`src/rtl/lfsr_pkg.sv`:
```
package lfsr_pkg;
  typedef enum logic [1:0] {
    SEL_SHIFT = 2'd0,
    SEL_TAPS  = 2'd1,
    SEL_SEED  = 2'd2,
    SEL_CTRL  = 2'd3
  } reg_sel_e;

  typedef enum logic {
    CMP_EQ = 1'b0,
    CMP_LT = 1'b1
  } cmp_mode_e;

  localparam int CTRL_EN_BIT   = 0;
  localparam int CTRL_MODE_BIT = 1;
endpackage

```
`src/rtl/lfsr_regs.sv`:
```
module lfsr_regs
  import lfsr_pkg::*;
#(
  parameter int W = 8
) (
  input  logic         clk,
  input  logic         rst_n,
  input  logic [1:0]   bus_sel,
  input  logic         bus_wr,
  input  logic         bus_rd,
  input  logic [W-1:0] bus_wdata,
  input  logic [W-1:0] shift_i,
  output logic [W-1:0] taps_o,
  output logic [W-1:0] seed_o,
  output logic         en_o,
  output cmp_mode_e    mode_o,
  output logic         seed_ld_o,
  output logic [W-1:0] rdata_o
);
  logic [W-1:0] taps_q, seed_q;
  logic         en_q;
  cmp_mode_e    mode_q;
  logic         wr_taps, wr_seed, wr_ctrl, rd_shift_idle;

  assign wr_taps       = bus_wr && (bus_sel == SEL_TAPS) && !en_q;
  assign wr_seed       = bus_wr && (bus_sel == SEL_SEED);
  assign wr_ctrl       = bus_wr && (bus_sel == SEL_CTRL);
  assign rd_shift_idle = bus_rd && (bus_sel == SEL_SHIFT) && !en_q;
  assign seed_ld_o     = wr_seed && !en_q;

  always_ff @(posedge clk or negedge rst_n) begin
    if (!rst_n) taps_q <= '0;
    else if (wr_taps) taps_q <= bus_wdata;
  end

  always_ff @(posedge clk or negedge rst_n) begin
    if (!rst_n) seed_q <= '0;
    else if (wr_seed) seed_q <= bus_wdata;
    else if (rd_shift_idle) seed_q <= shift_i;
  end

  always_ff @(posedge clk or negedge rst_n) begin
    if (!rst_n) begin
      en_q   <= 1'b0;
      mode_q <= CMP_EQ;
    end else if (wr_ctrl) begin
      en_q   <= bus_wdata[CTRL_EN_BIT];
      mode_q <= cmp_mode_e'(bus_wdata[CTRL_MODE_BIT]);
    end
  end

  always_comb begin
    rdata_o = '0;
    case (bus_sel)
      SEL_SEED: rdata_o = seed_q;
      SEL_CTRL: begin
        rdata_o[CTRL_EN_BIT]   = en_q;
        rdata_o[CTRL_MODE_BIT] = mode_q;
      end
      default:  rdata_o = '0;
    endcase
  end

  assign taps_o = taps_q;
  assign seed_o = seed_q;
  assign en_o   = en_q;
  assign mode_o = mode_q;


  taps_frozen_chk: assert property (@(posedge clk) disable iff (!rst_n)
    en_q |=> $stable(taps_q));


  residue_copy_chk: assert property (@(posedge clk) disable iff (!rst_n)
    (bus_rd && !bus_wr && bus_sel == SEL_SHIFT && !en_q) |=> (seed_q == $past(shift_i)));


  shift_reads_zero_chk: assert property (@(posedge clk) disable iff (!rst_n)
    (bus_sel == SEL_SHIFT) |-> (rdata_o == '0));
endmodule

```
`src/rtl/lfsr_core.sv`:
```
module lfsr_core #(
  parameter int W = 8
) (
  input  logic         clk,
  input  logic         rst_n,
  input  logic         en_i,
  input  logic         kill_i,
  input  logic         seed_ld_i,
  input  logic [W-1:0] seed_wdata_i,
  input  logic [W-1:0] seed_q_i,
  input  logic [W-1:0] taps_i,
  input  logic         step_valid_i,
  input  logic         step_bit_i,
  output logic         step_ready_o,
  output logic         sout_o,
  output logic [W-1:0] shift_o
);
  logic [W-1:0] shift_q, shift_nxt;
  logic         fb, step;

  assign step_ready_o = en_i && !kill_i;
  assign step         = step_ready_o && step_valid_i;
  assign fb           = shift_q[W-1] ^ step_bit_i;

  for (genvar i = 0; i < W; i++) begin : g_tap
    if (i == 0) begin : g_lsb
      assign shift_nxt[i] = fb & taps_i[i];
    end else begin : g_up
      assign shift_nxt[i] = shift_q[i-1] ^ (fb & taps_i[i]);
    end
  end

  always_ff @(posedge clk or negedge rst_n) begin
    if (!rst_n) shift_q <= '0;
    else if (kill_i) shift_q <= seed_q_i;
    else if (seed_ld_i) shift_q <= seed_wdata_i;
    else if (step) shift_q <= shift_nxt;
  end

  assign sout_o  = shift_q[W-1];
  assign shift_o = shift_q;


  idle_hold_chk: assert property (@(posedge clk) disable iff (!rst_n)
    (!en_i && !kill_i && !seed_ld_i) |=> $stable(shift_q));


  kill_reload_chk: assert property (@(posedge clk) disable iff (!rst_n)
    kill_i |=> (shift_q == $past(seed_q_i)));


  seed_load_chk: assert property (@(posedge clk) disable iff (!rst_n)
    (seed_ld_i && !kill_i) |=> (shift_q == $past(seed_wdata_i)));


  kill_not_ready_chk: assert property (@(posedge clk) disable iff (!rst_n)
    kill_i |-> !step_ready_o);
endmodule

```
`src/rtl/lfsr_cmp.sv`:
```
module lfsr_cmp
  import lfsr_pkg::*;
#(
  parameter int W = 8
) (
  input  logic [W-1:0] shift_i,
  input  logic [W-1:0] seed_i,
  input  cmp_mode_e    mode_i,
  output logic         aux_o
);
  always_comb begin
    case (mode_i)
      CMP_LT:  aux_o = (shift_i < seed_i);
      default: aux_o = (shift_i == seed_i);
    endcase
  end
endmodule

```
`src/rtl/lfsr_crc_prs.sv`:
```
module lfsr_crc_prs
  import lfsr_pkg::*;
#(
  parameter int W = 8
) (
  input  logic         clk,
  input  logic         rst_n,
  input  logic [1:0]   bus_sel,
  input  logic         bus_wr,
  input  logic         bus_rd,
  input  logic [W-1:0] bus_wdata,
  output logic [W-1:0] bus_rdata,
  input  logic         kill,
  input  logic         sin_valid,
  output logic         sin_ready,
  input  logic         sin_bit,
  output logic         sout_bit,
  output logic         aux_out
);
  logic [W-1:0] taps, seed, shift;
  logic         en, seed_ld;
  cmp_mode_e    mode;

  lfsr_regs #(.W(W)) u_regs (
    .clk(clk), .rst_n(rst_n), .bus_sel(bus_sel), .bus_wr(bus_wr),
    .bus_rd(bus_rd), .bus_wdata(bus_wdata), .shift_i(shift),
    .taps_o(taps), .seed_o(seed), .en_o(en), .mode_o(mode),
    .seed_ld_o(seed_ld), .rdata_o(bus_rdata)
  );

  lfsr_core #(.W(W)) u_core (
    .clk(clk), .rst_n(rst_n), .en_i(en), .kill_i(kill),
    .seed_ld_i(seed_ld), .seed_wdata_i(bus_wdata), .seed_q_i(seed),
    .taps_i(taps), .step_valid_i(sin_valid), .step_bit_i(sin_bit),
    .step_ready_o(sin_ready), .sout_o(sout_bit), .shift_o(shift)
  );

  lfsr_cmp #(.W(W)) u_cmp (
    .shift_i(shift), .seed_i(seed), .mode_i(mode), .aux_o(aux_out)
  );


  live_seed_write_chk: assert property (@(posedge clk) disable iff (!rst_n)
    (en && !kill && bus_wr && bus_sel == SEL_SEED && !(sin_valid && sin_ready))
      |=> $stable(shift));
endmodule

```
`config.mk`:
```
export PLATFORM = sky130hd
export DESIGN_NAME = lfsr_crc_prs
export DESIGN_NICKNAME = d
export VERILOG_FILES = /design/src/rtl/lfsr_pkg.sv /design/src/rtl/lfsr_regs.sv /design/src/rtl/lfsr_core.sv /design/src/rtl/lfsr_cmp.sv /design/src/rtl/lfsr_crc_prs.sv
export SDC_FILE = /design/constraint.sdc
export NUM_CORES = 1
export LEC_CHECK = 0
export BUFFER_PORTS_ARGS = -buffer_cell sky130_fd_sc_hd__buf_2
export CORE_ASPECT_RATIO = 0.5
export CORE_MARGIN = 2
export CORE_UTILIZATION = 40
export DETAILED_ROUTE_END_ITERATION = 7
export HOLD_SLACK_MARGIN = 0.12
export PLACE_DENSITY = 0.57
export RECOVER_POWER = 50
export REMOVE_ABC_BUFFERS = 1
export SETUP_SLACK_MARGIN = 0.5
export SLEW_MARGIN = 20
export SYNTH_ARGS = -nofsm -noshare
export SYNTH_HDL_FRONTEND = slang
export SYNTH_HIERARCHICAL = 1
export SYNTH_SLANG_ARGS = --single-unit
export TNS_END_PERCENT = 10
```
`constraint.sdc`:
```
create_clock -name clk -period 4.7 [get_ports clk]
set_input_delay 0.47 -clock clk [delete_from_list [all_inputs] [get_ports clk]]
set_output_delay 0.47 -clock clk [all_outputs]
set_load 0.03 [all_outputs]
```
# == After elaboration in Yosys (flattened, before gate mapping) ==
# Index checks and enable logic that the tools add are counted.
# totals
register_bits,26
inputBits,17
output_inout_bits,11
wordCells,48
# op_classes
reduce_logical,14
n_eq_ne,4
bitwise,16
mux,8
magnitude_cmp,1
# ops
op,count
8-bit two-way mux,5
1-bit logical AND,9
1-bit bitwise AND,8
8-bit == test,1
8-bit < comparator,1
1-bit bitwise XOR,8
6-bit two-way mux,1
2-bit == test (second input constant),2
2-bit one-hot mux with 2 select lines,1
3-bit nonzero test,1
2-bit by 1-bit == test with 1-bit output (second input constant),1
1-bit zero test,2
2-bit zero test,1
2-bit nonzero test,1
1-bit two-way mux,1

# == Logic depth before layout (Yosys ltp) ==
# Gate-level depths: netlist of run 1.
# logic_depth
depth_word,6
depth_mapped,8
ltp_nobuf,6

# == Modules after synthesis ==
# Netlist of run 1, hierarchy kept.
# by_module_without_submodules
module,seq_area_each_um2,area_per_inst_um2,cells_per_inst,instances
lfsr_regs,450.4,898.4,65,1
lfsr_core,200.2,635.6,81,1
lfsr_cmp,0.0,202.7,29,1

# == Worst setup path after synthesis of run 1 ==
# No wires, ideal clock.
# synth_timing
path_kind,flip-flop to output port
start,register u_core.shift_q[7] (netlist: u_core/shift_o[7])
end,output aux_out
path_stages_with_launch,6
required_ns,4.230
slack_ns,2.306
arrival_time_ns,1.924
path_buffers,1
cell_sequence,dfrtp_1 -> buf_4 -> ha_1 -> nand2_1 -> o2111ai_1 -> o21ai_0
# synth_between
elab_chain_len,2
elab_cells_between_ends,3
cone_classes,order compare (1); eq/ne (1); mux (1)
# synth_rtl
element,line,rtl
from (decl),lfsr_core.sv:18,"logic [W-1:0] shift_q, shift_nxt;"
from (signal assigned),lfsr_core.sv:35,else if (kill_i) shift_q <= seed_q_i;
from (signal assigned),lfsr_core.sv:36,else if (seed_ld_i) shift_q <= seed_wdata_i;
from (signal assigned),lfsr_core.sv:37,else if (step) shift_q <= shift_nxt;
8-bit < comparator or 8-bit == test (tied branches),"lfsr_cmp.sv:13, lfsr_cmp.sv:14",
1-bit two-way mux *,lfsr_cmp.sv:12,case (mode_i)
to (decl),lfsr_crc_prs.sv:18,output logic aux_out
# Every way passes the cells marked *; elsewhere a longest branch is shown, timed or not.

# == Worst setup path after layout of run 1 ==
# layout_timing
start,input bus_sel[0]
end,register u_core.shift_q[3] (netlist: u_core/shift_o[3])
# layout_between
elab_chain_len,5
elab_cells_between_ends,6
cone_classes,eq/ne (1); mux (2); reduce/logical (3)
# layout_rtl
element,line,rtl
from (decl),lfsr_crc_prs.sv:8,"input logic [1:0] bus_sel,"
2-bit == test *,lfsr_regs.sv:26,assign wr_seed = bus_wr && (bus_sel == SEL_SEED);
1-bit logical AND *,lfsr_regs.sv:26,
1-bit logical AND *,lfsr_regs.sv:29,assign seed_ld_o = wr_seed && !en_q;
net seed_ld,lfsr_crc_prs.sv:21,"logic en, seed_ld;"
8-bit two-way mux,lfsr_core.sv:36,
8-bit two-way mux,lfsr_core.sv:35,
# The timed path passes the listed nets; every way through them passes the cells marked *.
# A chain may end at the register's enable or synchronous reset.

==> results of run 1 <==
metrics by stage:
step	hold slack [ps]	instances	setup WS [ps]	utilization	power [uW]
after floorplan	174.4	169	2410	-	732.2
after global placement	494.5	250	2152	0.4726	874.7
after detailed placement	496.9	250	2107	0.4726	881.4
after CTS	215.2	253	2303	0.4829	1012
after global routing	455.5	253	2057	0.4813	1102
final	463.7	253	2251	0.4813	1010
Yosys cell counts, types with 2 or more instances:
cell type / instances / area [um^2]
dfrtp_1: 26 / 650.6
a32oi_1: 5 / 43.79
buf_2: 3 / 15.01
and2_1: 6 / 37.54
mux2_2: 26 / 292.8
nand2_1: 12 / 45.04
ha_1: 8 / 100.1
o21ai_0: 2 / 10.01
nor2_1: 8 / 30.03
a21oi_1: 11 / 55.05
nor2b_1: 13 / 81.33
nor3_1: 8 / 40.04
nand4_1: 2 / 12.51
mux2i_1: 2 / 20.02
a31oi_1: 7 / 43.79
inv_1: 16 / 60.06
per-layer routing:
layer	wire, um	GRT usage	vias to the layer above
met5	0	0	-
met4	32	0.04225	0
met3	293	0.05153	4
met2	1748	0.2523	46
met1	2169	0.2946	672
li1	-	-	671
worst paths after layout:
| kind | startpoint | to | slack [ps] | cells after the start |
|---|---|---|---|---|
| worst max register to register | u_regs/en_o | u_core/shift_o[3] | 2640 | 5 |
| worst min register to register | u_regs/taps_o[4] | u_regs/taps_o[4] | 520 | 1 |
| min in group asynchronous | rst_n | u_regs/seed_o[3] | 510 | 1 |
| worst max-delay path | bus_sel[0] | u_core/shift_o[3] | 2250 | 7 |
| max in group asynchronous | rst_n | u_core/shift_o[5] | 3350 | 1 |
| worst min-delay path | bus_wdata[4] | u_regs/taps_o[4] | 460 | 2 |
logic make-up after synthesis:
family / synth area share
DFF: 0.3746
buffers and inverters: 0.05619
AOI/OAI and AO/OA: 0.1275
muxes: 0.1801
xor gates and xnor gates: 0.02090
and+or+nand+nor: 0.1830
adders and majority gates: 0.05764
power groups by stage:
stage                     registers [uW]  clock network, uW  logic (uW)
after detailed placement             424                  0         458
after global routing                 438                143         521
final                                423                126         461
after floorplan                      392                  0         341
after global placement               425                  0         449
after CTS                            419                133         460
critical path: cells and delay by family:
kind | cells | cell delay (ps)
AND/OR/NAND/NOR | 4 | 1670
AO/OA/AOI/OAI | 2 | 270
buffers and inverters | 1 | 190
state kept, by name, summed over array words and instances, names as in the netlist:
signal	cells
u_regs/seed_o	8
u_regs/en_o	1
u_regs/taps_o	8
u_regs/mode_o	1
u_core/shift_o	8
layout make-up:
type / count / area, um^2 / share of cell area
clock buffers: 3 / 41.29 / 0.02132
multi-input cells: 127 / 988.4 / 0.5103
inverters: 16 / 60.06 / 0.03101
repair buffers: 27 / 128.9 / 0.06654
flip-flops and latches: 26 / 650.6 / 0.3359
well taps: 54 / 67.56 / 0.03488
==> run_results.csv, run 1 <==
group,metric,value,unit
grt,leftover_overflow_at_the_end_of_global_routing,0,
route,ant_nets,0,
placement,port-buffer-count,27,
worst_setup_path,criticalPathCategory,"primary input to register",
route,route.final.wire_length,4244,um
route,viasPerCell,5.506,
run_status,outcome,"complete, no violations",
route,drt_pre_antenna_iters,4,
sta,timing_max_transition_violations_final,0,
power_and_ir_drop,power_report.internal_total,582.3,uW
worst_setup_path,critical_path.cell_chain,"clkbuf_1 > nand3b_2 > nor2_1 > nor2_2 > and2_4 > a31oi_1 > a21oi_1",
finish,layout_common_cells,"dfrtp_1, mux2_2, buf_2",
route,num_vias,1393,
sta,timing.clock.skew,1.751,ps
cts,ctsHtreeMaxLevel,1,
placement,placed_area,1902,um^2
synth,asyncSetResetFlopFracSynth,1.000,
cts,cts.root.buffer_cell,"clkbuf_8",
power_and_ir_drop,power_switching,427.4,uW
job,drv_cap,0,
power_and_ir_drop,power-per-cell-area,521.3,nW/um^2
synth,synthCells,175,
worst_setup_path,worstSetupEndpointType,"register",
sta,finalHoldViolCount,0,
synth,synth_sequential_area_ratio,0.3746,
route,first_iter_violations,119,
synth,postSynthAreaPerCell,9.924,um^2
die,placement_rows,16,
die,initial_core_util,0.4316,
grt,antenna_found_initial,0,
worst_setup_path,crit_path_top_delay_cell,"nor2_1",
synth,synth_edf_count,0,
finish,final_design_area_no_fill,1937,um^2
synth,yosys_most_used_dff,"dfrtp_1",
sta,max_clock_freq,0.4083,GHz
sta,setup_viol,0,
finish,area_growth,11.53,%
sta,layout_min_cycle_time,2449,ps
synth,yosys_warning_count,6,
power_and_ir_drop,worst_ir_drop_vdd,186.2,uV
die,die_area,4917,um^2
worst_setup_path,cp_data_required_time,4860,ps
finish,fillCellCount,393,
cts,clock-sinks,26,
grt,grt_max_degree,27,
cts,clk_latency,270,ps
grt,global_route.usage.total,0.1887,
sta,worst_slew_margin_rel,0.04792,
cts,clkTransAtPathRegs,80,ps
sta,post-route-period-util,0.5211,
sta,finalSetupTns,0,ps
finish,diodes,0,
worst_setup_path,cp_slowest_stage_delay,770,ps
cts,tritoncts,"yes",
sta,tightest_slew,1428,ps
power_and_ir_drop,switching_share,0.4233,
grt,first_global_vias,1343,
power_and_ir_drop,power_frac_seq,0.419,
die,die_x,97.19,um
worst_setup_path,critPathLaunchType,"primary input",
cts,post_cts.repair.setup_buffers,0,
route,avgRoutedWirePerCell,16.77,um
grt,wire_length_of_the_first_global_routing_pass,7238,um
cts,cts_resized,0,
synth,synthesis.area,1737,um^2
sta,rsz0062_at_grt,"no",
cts,cts.hold.buffers_added,0,
finish,final_layout_size_suffix_gt1_frac,0.3015,
placement,finalWeightedCongestion,0.8348,
finish,design.final.nets,226,
route,drc,0,
power_and_ir_drop,clkPwrFrac,0.125,
power_and_ir_drop,pwr-share-comb,0.456,
die,die_h,50.59,um
placement,hpwl,3102,um
synth,yosys.cell_types.count,36,
cts,numCtsBuffers,3,
worst_setup_path,timing.critical_path.arrival,2600,ps
min_path,min_path_type,"primary input to register",
worst_setup_path,crit_fanout,14,
die,design.portCount,28,
die,placeableCoreArea,4024,um^2
power_and_ir_drop,power.static_leakage,0.0008684,uW
synth,ys_seq_elements,26,
cts,clockBufferDepth,2,
Power figures use the tool's default switching activity.
==> run 2: changes to the inputs <==
Settings changed: PLACE_DENSITY 0.57 to 0.59.
Clock period 4.7 ns to 2.2 ns, I/O delays scaled along.
==> run 2 against run 1 <==
Against the previous run: clock power grew 120%; combinational power grew to 2.9 times the previous value; die area is the same; clock skew grew 6.4 ps; first-iteration DRC count is the same; final cell count grew 7.9%.
==> run_results.csv, run 2 (synthesized netlist as in run 1, its figures left out) <==
group,metric,value,unit
worst_setup_path,critPathLaunchType,"register",
cts,clk_latency,270,ps
cts,numCtsBuffers,3,
sta,worst_slew_margin_rel,0.02376,
grt,global_route.usage.total,0.1981,
route,num_vias,1449,
grt,grt_max_degree,27,
sta,timing_max_transition_violations_final,0,
finish,design.final.nets,246,
sta,post-route-period-util,0.8840,
route,ant_nets,0,
sta,finalSetupTns,0,ps
route,avgRoutedWirePerCell,16.38,um
worst_setup_path,cp_data_required_time,1980,ps
route,drt_pre_antenna_iters,4,
worst_setup_path,critical_path.cell_chain,"inv_1 > ha_4 > nor2b_1 > o211ai_1 > a21oi_1 > o21ai_1 > buf_4",
die,die_h,50.59,um
worst_setup_path,worstSetupEndpointType,"primary output",
grt,first_global_vias,1397,
power_and_ir_drop,total_power,2440,uW
route,viasPerCell,5.308,
finish,diodes,0,
cts,clkTransAtPathRegs,90,ps
die,design.portCount,28,
sta,final_ws_setup,255.2,ps
die,die_x,97.19,um
placement,hpwl,2993,um
cts,clockBufferDepth,2,
placement,finalWeightedCongestion,0.8332,
die,initial_core_util,0.4316,
grt,leftover_overflow_at_the_end_of_global_routing,0,
power_and_ir_drop,power-per-cell-area,1147,nW/um^2
grt,antenna_found_initial,0,
die,placement_rows,16,
sta,max_clock_freq,0.5142,GHz
sta,finalHoldViolCount,0,
cts,cts.root.buffer_cell,"clkbuf_8",
power_and_ir_drop,power.static_leakage,0.0009659,uW
cts,ctsHtreeMaxLevel,1,
job,drv_cap,0,
worst_setup_path,crit_path_top_delay_cell,"dfrtp_1",
run_status,outcome,"complete, no violations",
sta,timing.clock.skew,8.134,ps
route,first_iter_violations,119,
cts,clock-sinks,26,
sta,tightest_slew,1464,ps
die,placeableCoreArea,4024,um^2
die,die_area,4917,um^2
finish,area_growth,22.48,%
power_and_ir_drop,power_switching,974.6,uW
worst_setup_path,criticalPathCategory,"register to primary output",
worst_setup_path,timing.critical_path.arrival,1720,ps
sta,rsz0062_at_grt,"yes",
sta,layout_min_cycle_time,1945,ps
worst_setup_path,crit_fanout,2,
power_and_ir_drop,power_report.internal_total,1466,uW
placement,pre_cts_slack,340.5,ps
finish,layout_common_cells,"mux2_2, buf_2, dfrtp_1",
power_and_ir_drop,clkPwrFrac,0.112,
route,route.final.wire_length,4471,um
grt,wire_length_of_the_first_global_routing_pass,7465,um
finish,layout.cells.most_common,"mux2_2",
power_and_ir_drop,switching_share,0.3994,
placement,port-buffer-count,27,
min_path,min_path_type,"primary input to register",
worst_setup_path,cp_slowest_stage_delay,400,ps
power_and_ir_drop,power_frac_seq,0.335,
finish,fillCellCount,387,
power_and_ir_drop,worst_ir_drop_vdd,395.1,uV
power_and_ir_drop,pwr-share-comb,0.553,
route,drc,0,
finish,final_layout_size_suffix_gt1_frac,0.3927,
cts,tritoncts,"yes",
sta,setup_viol,0,
==> run 2: cell count changes in the layout (fill, tap and decap cells not counted), moves of 2 or more <==
cell / change
dfrtp_1: -2
ha_4: +3
clkbuf_1: -2
ha_1: -3
dfrtp_2: +2
buf_4: +19
buf_2: +2
==> run 2: layout make-up <==
| cell class | instances | area (um^2) | area share |
|---|---|---|---|
| repair buffers | 47 | 284.0 | 0.1335 |
| clock buffers | 3 | 41.29 | 0.01941 |
| multi-input cells | 127 | 1021 | 0.4800 |
| well taps | 54 | 67.56 | 0.03176 |
| inverters | 16 | 60.06 | 0.02824 |
| flip-flops and latches | 26 | 653.1 | 0.3071 |
==> run 2: worst paths after layout <==
check / from / to / slack [ps] / depth (start not counted)
max: u_regs/seed_o[1] / aux_out / 260 / 7
min: bus_wdata[7] / u_regs/taps_o[7] / 210 / 2
max reg2reg: u_regs/en_o / u_regs/seed_o[3] / 410 / 3
min reg2reg: u_regs/taps_o[4] / u_regs/taps_o[4] / 520 / 1
max in group asynchronous: rst_n / u_core/shift_o[1] / 420 / 2
min in group asynchronous: rst_n / u_regs/seed_o[3] / 820 / 2
==> run 2: per-stage QoR <==
step / area [um^2] / util / instances / hold WS, ps
2_1_floorplan: 1699 / - / 169 / -75.59
3_3_place_gp: 1924 / 0.4782 / 253 / 259.4
3_5_place_dp: 1924 / 0.4782 / 253 / 263.9
4_1_cts: 2126 / 0.5283 / 273 / 205.9
5_1_grt: 2127 / 0.5286 / 273 / 210.5
6_report: 2127 / 0.5286 / 273 / 212.1
==> run 2: worst max-delay path, delay by kind of cell (launching register included) <==
kind,cells,cell delay [ps]
compound gates,3,460
flops,1,400
simple gates,1,130
buf+inv,2,270
fa+ha+maj,1,200
==> run 2: repair_timing <==
item                                    in CTS  in global routing
pin swaps                                    3                  3
hold endpoints to repair                    26                  0
hold buffers                                 1                  0
endpoints found under the setup margin       9                 16
gates resized for setup                      7                  1
buffers inserted                            16                  0
==> run 2: routing by layer <==
metal / vias up / part of all wire / global-route usage / wire length [um]
met1: 689 / 0.50 / 0.3029 / 2244
met3: 0 / 0.073 / 0.03760 / 325
met4: 0 / 0 / 0.02582 / 0
met2: 49 / 0.43 / 0.2963 / 1901
li1: 711 / - / - / -
met5: - / 0 / 0 / 0
==> run 2: power groups by stage <==
stage / Clock (uW) / Sequential (uW) / Combinational (uW)
6_report: 273 / 818 / 1350
2_1_floorplan: 0 / 837 / 728
3_5_place_dp: 0 / 904 / 954
5_1_grt: 298 / 852 / 1500
4_1_cts: 282 / 816 / 1320
3_3_place_gp: 0 / 899 / 938
==> run 3: changes to the inputs <==
Settings changed: SETUP_SLACK_MARGIN 0.5 to unset.
==> run 3 against run 2 <==
Against the previous run: power down 12%; via count down 5.0%; clock power down 2%; final area down 7.1%; flip-flop and latch count unchanged; die area unchanged.
==> run_results.csv, run 3 (synthesized netlist as in run 1, its figures left out) <==
group,metric,value,unit
run_status,outcome,"complete, no violations",
route,ant_nets,0,
die,die_h,50.59,um
grt,antenna_found_initial,0,
sta,timing_max_transition_violations_final,0,
finish,multi_input_comb_area,983.4,um^2
sta,worst_slew_margin_rel,0.03836,
worst_setup_path,criticalPathCategory,"register to primary output",
power_and_ir_drop,worst_ir_drop_vdd,375.6,uV
grt,first_global_vias,1316,
worst_setup_path,timing.critical_path.arrival,1870,ps
finish,layout_common_cells,"mux2_2, buf_2, dfrtp_1",
finish,fillCellCount,395,
min_path,whs_path_depth,2,
worst_setup_path,worstSetupEndpointType,"primary output",
route,avgRoutedWirePerCell,16.39,um
sta,tightest_slew,1442,ps
cts,clk_latency,270,ps
finish,layout.cells.most_common,"mux2_2",
route,drt_pre_antenna_iters,4,
cts,clockBufferDepth,2,
worst_setup_path,critical_path.cell_chain,"ha_1 > nand4_1 > or3_1 > o21ai_0 > buf_4",
die,placement_rows,16,
route,num_vias,1377,
sta,layout_min_cycle_time,2094,ps
route,drc,0,
grt,wire_length_of_the_first_global_routing_pass,6982,um
finish,final_design_area_no_fill,1977,um^2
finish,area_growth,13.83,%
power_and_ir_drop,power.static_leakage,0.0008991,uW
die,placeableCoreArea,4024,um^2
placement,port-buffer-count,27,
placement,placed_area,1924,um^2
route,route.final.wire_length,4228,um
sta,max_clock_freq,0.4775,GHz
worst_setup_path,cp_data_required_time,1980,ps
route,first_iter_violations,75,
sta,rsz0062_at_grt,"no",
worst_setup_path,crit_path_start,"u_core/shift_o[7]",
worst_setup_path,cp_slowest_stage_delay,470,ps
sta,finalSetupTns,0,ps
placement,finalWeightedCongestion,0.8332,
finish,final_layout_size_suffix_gt1_frac,0.3284,
die,design.portCount,28,
worst_setup_path,crit-reg2reg-launch,"u_regs/en_o",
placement,hpwl,2993,um
finish,diodes,0,
sta,setup_viol,0,
power_and_ir_drop,power-per-cell-area,1090,nW/um^2
cts,numCtsBuffers,3,
cts,clock-sinks,26,
die,die_area,4917,um^2
cts,clkTransAtPathRegs,90,ps
die,initial_core_util,0.4316,
worst_setup_path,crit_fanout,5,
die,die_x,97.19,um
grt,leftover_overflow_at_the_end_of_global_routing,0,
worst_setup_path,crit_path_top_delay_cell,"dfrtp_2",
finish,register_area,651.9,um^2
job,drv_cap,0,
cts,ctsHtreeMaxLevel,1,
worst_setup_path,rr_worst_depth,3,
min_path,holdCritStartpoint,"bus_wdata[4]",
min_path,min_path_type,"primary input to register",
cts,tritoncts,"yes",
worst_setup_path,critPathLaunchType,"register",
sta,timing.clock.skew,5.161,ps
route,viasPerCell,5.337,
finish,design.final.nets,231,
grt,global_route.usage.total,0.1828,
sta,finalHoldViolCount,0,
cts,cts.root.buffer_cell,"clkbuf_8",
sta,hold_slack,213.9,ps
sta,post-route-period-util,0.9520,
grt,grt_max_degree,27,
-- run 3: cell count changes in the layout (fill, tap and decap cells not counted) --
cell      delta
buf_4       -15
ha_1         +3
ha_4         -3
buf_2        +1
clkbuf_1     -1
dfrtp_1      +1
dfrtp_2      -1
inv_1        +1
inv_2        -1
o21ai_0      +1
o21ai_1      -1
-- run 3: where the power goes --
| group | internal [uW] | leakage (uW) | switching [uW] |
|---|---|---|---|
| sequential | 667 | 0.000302 | 228 |
| combinational | 478 | 0.000576 | 513 |
| clock | 123 | 0.0000216 | 146 |
-- run 3: stage by stage --
step             util  instances  worst slack [ps]  total power [uW]
6_report       0.4913        258             105.7              2155
2_1_floorplan       -        169             160.4              1564
3_5_place_dp   0.4782        253             340.5              1857
5_1_grt        0.4913        258             5.195              2339
3_3_place_gp   0.4782        253             420.7              1837
4_1_cts        0.4910        257             33.65              2147
-- run 3: final cells by class --
class,instances,share of cell area
flip-flops and latches,26,0.3297
well taps,54,0.03418
multi-input cells,127,0.4975
clock buffers,3,0.02089
inverters,16,0.03038
repair buffers,32,0.08734
-- run 3: timing repair --
action | 4_1_cts | 5_1_grt
hold endpoints to repair | 26 | 0
hold buffers | 1 | 0
gates resized for setup | 0 | 2
setup endpoints to repair | 0 | 1
buffers inserted | 0 | 1
-- run 3: critical path: cells and delay by family, from the launching register on --
family / cells / cell delay, ps
AO/OA/AOI/OAI: 1 / 90
adder cells (fa/ha/maj): 1 / 340
buffers and inverters: 1 / 190
flip-flops: 1 / 470
AND/OR/NAND/NOR: 2 / 500
-- run 3: worst paths after layout --
kind                                     endpoint  slack (ps)
worst max-delay path                      aux_out         110
worst min-delay path             u_regs/taps_o[4]         210
worst max register to register   u_regs/seed_o[3]         420
worst min register to register   u_regs/taps_o[4]         520
max in group asynchronous       u_core/shift_o[7]         440
min in group asynchronous        u_regs/seed_o[3]         820
-- run 3: layer usage --
metal | vias to the layer above | part of all wire | track usage
met5 | - | 0 | 0
met1 | 667 | 0.53 | 0.2788
met2 | 29 | 0.42 | 0.2708
met3 | 0 | 0.049 | 0.03760
met4 | 0 | 0 | 0.02582
li1 | 681 | - | -
